$ cat src/rtl/xbm_pkg.sv
package xbm_pkg;
  typedef enum logic [1:0] {
    ST_SLAVE         = 2'd0,
    ST_WAIT_BUSY     = 2'd1,
    ST_MASTER_ACTIVE = 2'd2,
    ST_MASTER_PARKED = 2'd3
  } xbm_state_e;

  function automatic logic is_owner(xbm_state_e s);
    return (s == ST_MASTER_ACTIVE) || (s == ST_MASTER_PARKED);
  endfunction
endpackage

$ cat src/rtl/xbm_req_gen.sv
module xbm_req_gen #(
  parameter int N_REQ = 2
) (
  input  logic             clk,
  input  logic             rst,
  input  logic [N_REQ-1:0] core_ext_req,
  input  logic             req_hold,
  output logic             any_req,
  output logic             bus_req_n
);
  // OR-reduce the request sources through a generate chain
  logic [N_REQ:0] chain;
  assign chain[0] = 1'b0;
  for (genvar i = 0; i < N_REQ; i++) begin : g_or
    assign chain[i+1] = chain[i] | core_ext_req[i];
  end
  assign any_req = chain[N_REQ];

  always_ff @(posedge clk) begin
    if (rst) bus_req_n <= 1'b1;
    else     bus_req_n <= ~(any_req | req_hold);
  end

  assert_hold_forces_req_R3: assert property (@(posedge clk) disable iff (rst)
    req_hold |=> !bus_req_n);
endmodule

$ cat src/rtl/xbm_arb_fsm.sv
module xbm_arb_fsm
  import xbm_pkg::*;
(
  input  logic       clk,
  input  logic       rst,
  input  logic       any_req,
  input  logic       bus_grant_n,
  input  logic       bus_busy_in_n,
  input  logic       cycle_done,
  output xbm_state_e state,
  output xbm_state_e state_nxt
);
  always_comb begin
    state_nxt = state;
    unique case (state)
      ST_SLAVE:
        if (!bus_grant_n) state_nxt = ST_WAIT_BUSY;
      ST_WAIT_BUSY:
        if (bus_grant_n)        state_nxt = ST_SLAVE;
        else if (bus_busy_in_n) state_nxt = any_req ? ST_MASTER_ACTIVE : ST_MASTER_PARKED;
      ST_MASTER_ACTIVE:
        if (cycle_done) begin
          if (bus_grant_n)  state_nxt = ST_SLAVE;
          else if (any_req) state_nxt = ST_MASTER_ACTIVE;
          else              state_nxt = ST_MASTER_PARKED;
        end
      ST_MASTER_PARKED:
        if (bus_grant_n)  state_nxt = ST_SLAVE;
        else if (any_req) state_nxt = ST_MASTER_ACTIVE;
      default: state_nxt = ST_SLAVE;
    endcase
  end

  always_ff @(posedge clk) begin
    if (rst) state <= ST_SLAVE;
    else     state <= state_nxt;
  end

  assert_slave_never_owns_R4: assert property (@(posedge clk) disable iff (rst)
    (state == ST_SLAVE) |=> !is_owner(state));
  assert_wait_on_busy_R5: assert property (@(posedge clk) disable iff (rst)
    (state == ST_WAIT_BUSY && !bus_busy_in_n) |=> !is_owner(state));
  assert_park_kept_R7: assert property (@(posedge clk) disable iff (rst)
    (state == ST_MASTER_PARKED && !bus_grant_n && !any_req) |=> (state == ST_MASTER_PARKED));
  assert_release_R8: assert property (@(posedge clk) disable iff (rst)
    (is_owner(state) && bus_grant_n && (state == ST_MASTER_PARKED || cycle_done))
      |=> (state == ST_SLAVE));
  assert_cycle_kept_R9: assert property (@(posedge clk) disable iff (rst)
    (state == ST_MASTER_ACTIVE && !cycle_done) |=> (state == ST_MASTER_ACTIVE));
  assert_resume_R11: assert property (@(posedge clk) disable iff (rst)
    (state == ST_MASTER_PARKED && !bus_grant_n && any_req) |=> (state == ST_MASTER_ACTIVE));
endmodule

$ cat src/rtl/xbm_busy_drv.sv
module xbm_busy_drv
  import xbm_pkg::*;
(
  input  logic       clk,
  input  logic       rst,
  input  xbm_state_e state_nxt,
  output logic       bus_owned,
  output logic       bus_busy_out_n
);
  // Separate flops so both outputs leave the block registered
  always_ff @(posedge clk) begin
    if (rst) begin
      bus_owned      <= 1'b0;
      bus_busy_out_n <= 1'b1;
    end else begin
      bus_owned      <= is_owner(state_nxt);
      bus_busy_out_n <= ~is_owner(state_nxt);
    end
  end
endmodule

$ cat src/rtl/xbm_ctrl.sv
module xbm_ctrl
  import xbm_pkg::*;
#(
  parameter int N_REQ = 2
) (
  input  logic             clk,
  input  logic             rst,
  input  logic [N_REQ-1:0] core_ext_req,
  input  logic             req_hold,
  input  logic             bus_grant_n,
  input  logic             bus_busy_in_n,
  input  logic             cycle_done,
  output logic             bus_req_n,
  output logic             bus_owned,
  output logic             bus_busy_out_n
);
  logic       any_req;
  xbm_state_e state;
  xbm_state_e state_nxt;

  xbm_req_gen #(.N_REQ(N_REQ)) u_req (
    .clk(clk), .rst(rst), .core_ext_req(core_ext_req), .req_hold(req_hold),
    .any_req(any_req), .bus_req_n(bus_req_n)
  );

  xbm_arb_fsm u_fsm (
    .clk(clk), .rst(rst), .any_req(any_req), .bus_grant_n(bus_grant_n),
    .bus_busy_in_n(bus_busy_in_n), .cycle_done(cycle_done),
    .state(state), .state_nxt(state_nxt)
  );

  xbm_busy_drv u_busy (
    .clk(clk), .rst(rst), .state_nxt(state_nxt),
    .bus_owned(bus_owned), .bus_busy_out_n(bus_busy_out_n)
  );

  assert_reset_idle_R1: assert property (@(posedge clk)
    rst |=> (bus_req_n && !bus_owned && bus_busy_out_n));
  assert_req_follows_need_R2: assert property (@(posedge clk) disable iff (rst)
    (|core_ext_req) |=> !bus_req_n);
  assert_req_drops_R2: assert property (@(posedge clk) disable iff (rst)
    (!(|core_ext_req) && !req_hold) |=> bus_req_n);
  assert_owned_matches_state_R4: assert property (@(posedge clk) disable iff (rst)
    1'b1 |=> (bus_owned == is_owner(state)));
  assert_busy_mirrors_owner_R12: assert property (@(posedge clk) disable iff (rst)
    bus_owned |-> !bus_busy_out_n);
  assert_busy_free_when_slave_R12: assert property (@(posedge clk) disable iff (rst)
    !bus_owned |-> bus_busy_out_n);
endmodule

$ cat config.mk
export PLATFORM = sky130hd
export DESIGN_NAME = xbm_ctrl
export DESIGN_NICKNAME = d
export VERILOG_FILES = /design/src/rtl/xbm_pkg.sv /design/src/rtl/xbm_req_gen.sv /design/src/rtl/xbm_arb_fsm.sv /design/src/rtl/xbm_busy_drv.sv /design/src/rtl/xbm_ctrl.sv
export SDC_FILE = /design/constraint.sdc
export NUM_CORES = 1
export LEC_CHECK = 0
export BUFFER_PORTS_ARGS = -buffer_cell sky130_fd_sc_hd__buf_4
export CAP_MARGIN = 20
export CORE_AREA = 3 3 40 42
export DETAILED_ROUTE_END_ITERATION = 16
export DIE_AREA = 0 0 43 45
export SETUP_SLACK_MARGIN = 0.2
export SLEW_MARGIN = 20
export SYNTH_ARGS = -nofsm -noshare
export SYNTH_HDL_FRONTEND = slang
export SYNTH_SLANG_ARGS = --single-unit
export TNS_END_PERCENT = 20
$ cat constraint.sdc
create_clock -name clk -period 0.82 [get_ports clk]
set_input_delay 0.123 -clock clk [delete_from_list [all_inputs] [get_ports clk]]
set_output_delay 0.123 -clock clk [all_outputs]
set_load 0.05 [all_outputs]
==> results of run 1 <==
## power groups by stage
stage	sequential, uW	clock [uW]	combinational, uW
after global placement	268	0	99.3
after detailed placement	268	0	99.5
after floorplan	292	0	25.0
after CTS	267	304	107
after global routing	269	333	116
final	267	289	106
## stage by stage
step	area (um2)	util [%]	hold slack, ns
after floorplan	198	-	0.192
final	347	27.0	0.0515
after CTS	347	27.0	0.0434
after global placement	299	23.3	0.307
after detailed placement	299	23.3	0.304
after global routing	347	27.0	0.0367
## timing repair
| item | CTS | global route |
|---|---|---|
| gates resized for setup | 7 | 0 |
| endpoints found under the setup margin | 7 | 7 |
| pin swaps | 0 | 0 |
| cloned | 0 | 0 |
| endpoints found under the hold margin | 0 | 0 |
## layout by cell type (no fill, tap or decap)
cell       instances
a21oi_2            1
dfxtp_2            4
o21ai_2            1
a31oi_1            1
buf_4              8
a31o_1             1
a31o_2             1
nor3_2             1
nor2_2             1
dfxtp_1            1
clkbuf_1           1
o31ai_1            1
buf_6              1
inv_1              1
nor2_1             2
nand2_1            1
a2111oi_2          1
clkbuf_4           3
buf_8              2
## critical path, stage by stage (launching register included)
cell and delay (ns):
dfxtp_2 0.34, a21oi_2 0.13, nor3_2 0.06, a31o_2 0.21
## worst max-delay path by stage
stage	slack, ns	end	cells past startpoint
2_1_floorplan	0.02	u_busy.bus_owned$_SDFF_PP0_	3
3_3_place_gp	-0.03	u_fsm.state[0]$_SDFF_PP0_	4
3_5_place_dp	-0.01	u_busy.bus_owned$_SDFF_PP0_	3
4_1_cts	-0.03	u_busy.bus_owned$_SDFF_PP0_	3
5_1_grt	-0.07	u_busy.bus_owned$_SDFF_PP0_	3
6_report	-0.03	u_busy.bus_owned$_SDFF_PP0_	3
## cells by family (layout without fill, tap and decap cells)
group           count (synthesis)  count (layout)  synth area share, %
flops                           5               5                 53.3
buf+inv                         1              16                 2.00
compound gates                  7               7                 30.0
simple gates                    5               5                 14.7
## registers in the layout (all words and copies together) (netlist names)
| register | flops |
|---|---|
| u_fsm.state | 2 |
| u_busy.bus_busy_out_n | 1 |
| u_busy.bus_owned | 1 |
| u_req.bus_req_n | 1 |
## final cells by class
type | count | area (um2) | share of cell area [%]
inverters | 1 | 3.75 | 1.08
clock buffers | 4 | 26.3 | 7.58
flip-flops and latches | 5 | 105 | 30.3
repair buffers | 11 | 101 | 29.2
well taps | 15 | 18.8 | 5.42
multi-input cells | 12 | 91.3 | 26.4
## metal layers
metal	vias to the layer above	global-route usage, %
li1	96	-
met4	0	3.61
met5	-	0
met1	78	8.25
met2	13	7.78
met3	0	5.98
==> impl_metrics.tcl, run 1 <==
set metrics [dict create \
    fp-row-count 13 \
    setup_slack_ns -0.0268 \
    synthTopCellsByArea "dfxtp_1 53%, a2111oi_2 8.0%, nor3_2 5.3%" \
    met1_length_um 201 \
    synth_seq_cells 5 \
    hold_path.class "in -> reg" \
    vias 187 \
    synth_top_area_cell "dfxtp_1" \
    cts_tree "built" \
    cp-end-kind "flip-flop" \
    rrSetupSlack_ns -0.03 \
    fin_worst_skew_ns 0.00440 \
    synthMostInstantiatedCell "dfxtp_1" \
    yosys.area.top_type_share_pct 53.3 \
    violations "negative setup slack" \
    hold_path_depth 2 \
    status "finished with violations" \
    numPortBuffers 10 \
    power_frac_comb_pct 16.1 \
    synth-edff-count 0 \
    placedCellCount 44 \
    wl_met2_um 145 \
    die_w_um 43 \
    switching_share_pct 25.3 \
    power.share.clock_pct 43.6 \
    worstPathArrival_ns 0.98 \
    syn_area_per_cell_um2 10.4 \
    post-route-min-period_ns 0.847 \
    layout.nets 42 \
    drt_iter0_drc 2 \
    wl_per_cell_um 8.60 \
    syn-num-nets 26 \
    io_pins 11 \
    die_h_um 45 \
    drive_gt1_share_pct 72.7 \
    clk_latency_ns 0.24 \
    power_density_nw_per_um2 1910 \
    max_freq_ghz 1.18 \
    dieArea_um2 1940 \
    yosys-top-cells-count "5 x dfxtp_1, 2 x nor2_1" \
    globalRouteTotalUtil_pct 6.76 \
    sequentialPowerShare_pct 40.3 \
    clockBufferDepth 2 \
    netlist_instances 18 \
    p_leak_uw 0.000145 \
    finalMaxSlewViolations 0 \
    grt_pass1_wl_um 883 \
    final_hold_viol_count 0 \
    path_clk_slew_ns 0.05 \
    drt-pass1-iter-count 2 \
    worstPathRequired_ns 0.95 \
    preCtsSetupSlack_ns -0.0142 \
    vias_per_cell 3.90 \
    reg2reg_from "u_fsm.state[0]$_SDFF_PP0_" \
    p_int_uw 495 \
    ir_drop_uv 693 \
    startpoint "u_fsm.state[0]$_SDFF_PP0_" \
    cts_max_level 1 \
    antenna_cells 0 \
    syn-cell-area_um2 188 \
    clock_sinks 5 \
    finalSetupViolCount 5 \
    gr-total-overflow 0 \
    hold_path_end "u_fsm.state[0]$_SDFF_PP0_" \
    worstHoldStart "bus_grant_n" \
    start_util_pct 14.6 \
    fin_crit_sh_pct 103 \
    finalPower_uw 663 \
    grt_start_max_net_pins 5 \
    final_cells 48 \
    crit_type "reg -> reg" \
    gp_congestion 0.659 \
    synth_top_flop_cell "dfxtp_1" \
    drc 0 \
    numCtsBuffers 3 \
    drv_cap 0 \
    root_buffer "clkbuf_4" \
    worst_pin_slew_ns 0.229 \
    post-cts-setup-buffers 0 \
    highest_layer "met3" \
    yosysUniqueCellTypes 13 \
    grt_pass1_vias 212 \
    wl_met3_um 66 \
    rsz0062_at_grt "yes" \
    area_growth_pct 84.7 \
    antenna_found_initial 0 \
    wl_um 413 \
    reg2reg_depth 3 \
    setup_tns_ns -0.0426 \
    switching_power_uw 168 \
    timing.rr.end "u_busy.bus_owned$_SDFF_PP0_" \
    crit_path_start_kind "flip-flop" \
    hold_buffers 0 \
    core_um2 1280 \
    ant_nets 0 \
    slew_headroom_pct 84.6 \
    path_max_fanout 4 \
    fill_cells 143 \
    ys_async_sr_fraction_pct 0 \
    hpwl_um 327 \
    ys_seq_area_share_pct 53.3 \
    yosys_warnings 0 \
]
Note: power is estimated with default switching activity, not from simulation.
==> inputs of run 2 (changes only) <==
--- a/constraint.sdc
+++ b/constraint.sdc
@@ -3,2 +3,2 @@
 set_output_delay 0.123 -clock clk [all_outputs]
-set_load 0.05 [all_outputs]
+set_load 0.005 [all_outputs]
==> run 2 against run 1 <==
  * The run still ends with negative setup slack left
  * Register-to-register slack hardly changed
  * Non-clock buffer count unchanged
  * Die area is the same
  * Via count rose by 1.1%
  * Sequential share of layout area rose by 1.1 points
  * Wire length increased by 0.73%
  * Final area is 4.7% lower
  * Critical path depth unchanged
  * Count of clock-buffer cells in the layout did not move
  * Combinational power fell by 27%
  * Highest routed layer unchanged
  * Worst setup slack improved by 0.0036 ns
  * Maximum frequency increased by 0.43%
==> impl_metrics.tcl, run 2 (synthesis results as in run 1) <==
set metrics [dict create \
    violations "negative setup slack" \
    fin_worst_skew_ns 0.00448 \
    fin_crit_sh_pct 103 \
    layout_common_cells "10 x buf_4, 3 x clkbuf_4, 3 x dfxtp_2" \
    p_leak_uw 0.000140 \
    ant_nets 0 \
    max_freq_ghz 1.19 \
    clock_sinks 5 \
    gp_congestion 0.659 \
    worstPathArrival_ns 0.97 \
    finalMaxSlewViolations 0 \
    largest_register "u_fsm.state" \
    status "finished with violations" \
    post-route-min-period_ns 0.843 \
    final_hold_viol_count 0 \
    layout.nets 42 \
    die_h_um 45 \
    hold_path_depth 2 \
    ir_drop_uv 693 \
    crit_path_start_kind "flip-flop" \
    clockBufferDepth 2 \
    path_clk_slew_ns 0.05 \
    largest_register_ff_count 2 \
    worst_hold_slack_ns 0.0513 \
    grt_pass1_wl_um 910 \
    area_growth_pct 76.0 \
    drt_iter0_drc 2 \
    gr-total-overflow 0 \
    path_max_fanout 4 \
    finalSetupViolCount 2 \
    power_density_nw_per_um2 1910 \
    vias_per_cell 3.94 \
    antenna_cells 0 \
    fp-row-count 13 \
    vias 189 \
    wl_per_cell_um 8.67 \
    hold_path.class "in -> reg" \
    die_w_um 43 \
    worst_pin_slew_ns 0.238 \
    reg2reg_depth 3 \
    numPortBuffers 10 \
    globalRouteTotalUtil_pct 6.93 \
    drt-pass1-iter-count 2 \
    dieArea_um2 1940 \
    slew_headroom_pct 84.1 \
    grt_pass1_vias 215 \
    drive_gt1_share_pct 69.7 \
    wl_um 416 \
    rsz0062_at_grt "yes" \
    root_buffer "clkbuf_4" \
    crit_type "reg -> reg" \
    utilization_pct 25.7 \
    final_common_cell "buf_4" \
    final_cells 48 \
    setup_slack_ns -0.0232 \
    placedCellCount 44 \
    preCtsSetupSlack_ns -0.0142 \
    start_util_pct 14.6 \
    post-cts-setup-buffers 0 \
    core_um2 1280 \
    io_pins 11 \
    numCtsBuffers 3 \
    drv_cap 0 \
    grt_start_max_net_pins 5 \
    finalPower_uw 632 \
    hpwl_um 327 \
    antenna_found_initial 0 \
    drc 0 \
    worstPathRequired_ns 0.95 \
    fill_cells 146 \
    cp-end-kind "flip-flop" \
    cts_tree "built" \
    clk_latency_ns 0.24 \
    cts_max_level 1 \
]
-- run 2: changes by cell type in the layout (fill, tap and decap cells not counted) --
cell     previous run  this run
buf_4               8        10
buf_8               2         0
dfxtp_1             1         2
dfxtp_2             4         3
-- run 2: final cells by class --
| type | instances | area, um2 | area share, % |
|---|---|---|---|
| flip-flops and latches | 5 | 104 | 31.4 |
| multi-input cells | 12 | 91.3 | 27.7 |
| repair buffers | 11 | 86.3 | 26.1 |
| clock buffers | 4 | 26.3 | 7.95 |
| well taps | 15 | 18.8 | 5.68 |
| inverters | 1 | 3.75 | 1.14 |
-- run 2: through the flow --
stage	setup TNS, ns	instance area, um2
2_1_floorplan	0	198
3_3_place_gp	-0.0293	299
3_5_place_dp	-0.0142	299
4_1_cts	-0.0299	325
5_1_grt	-0.176	330
6_report	-0.0241	330
-- run 2: timing repair --
action | CTS | global route
endpoints found under the hold margin | 0 | 0
hold buffers | 0 | 0
endpoints found under the setup margin | 7 | 7
gates resized for setup | 0 | 2
-- run 2: worst paths after layout --
| kind | endpoint | from | slack [ns] |
|---|---|---|---|
| max | u_busy.bus_owned$_SDFF_PP0_ | u_fsm.state[0]$_SDFF_PP0_ | -0.02 |
| min | u_fsm.state[0]$_SDFF_PP0_ | bus_grant_n | 0.05 |
| max reg2reg | u_busy.bus_owned$_SDFF_PP0_ | u_fsm.state[0]$_SDFF_PP0_ | -0.02 |
| min reg2reg | u_fsm.state[0]$_SDFF_PP0_ | u_fsm.state[1]$_SDFF_PP0_ | 0.45 |
-- run 2: metal layers --
metal	vias to the layer above	GRT usage (%)	wire (um)
met5	-	0	0
met3	0	6.37	71
li1	96	-	-
met1	80	8.50	200
met4	0	3.61	0
met2	13	7.78	144
-- run 2: critical path, stage by stage, from the launching register on --
cell     delay [ns]
dfxtp_2        0.34
a21oi_2        0.13
nor3_2         0.06
a31o_2         0.21
-- run 2: where the power goes --
| part | total (uW) | switching [uW] | internal, uW |
|---|---|---|---|
| Clock | 289 | 105 | 184 |
| Sequential | 265 | 8.13 | 257 |
| Combinational | 77.1 | 30.6 | 46.5 |
| Total | 632 | 144 | 488 |
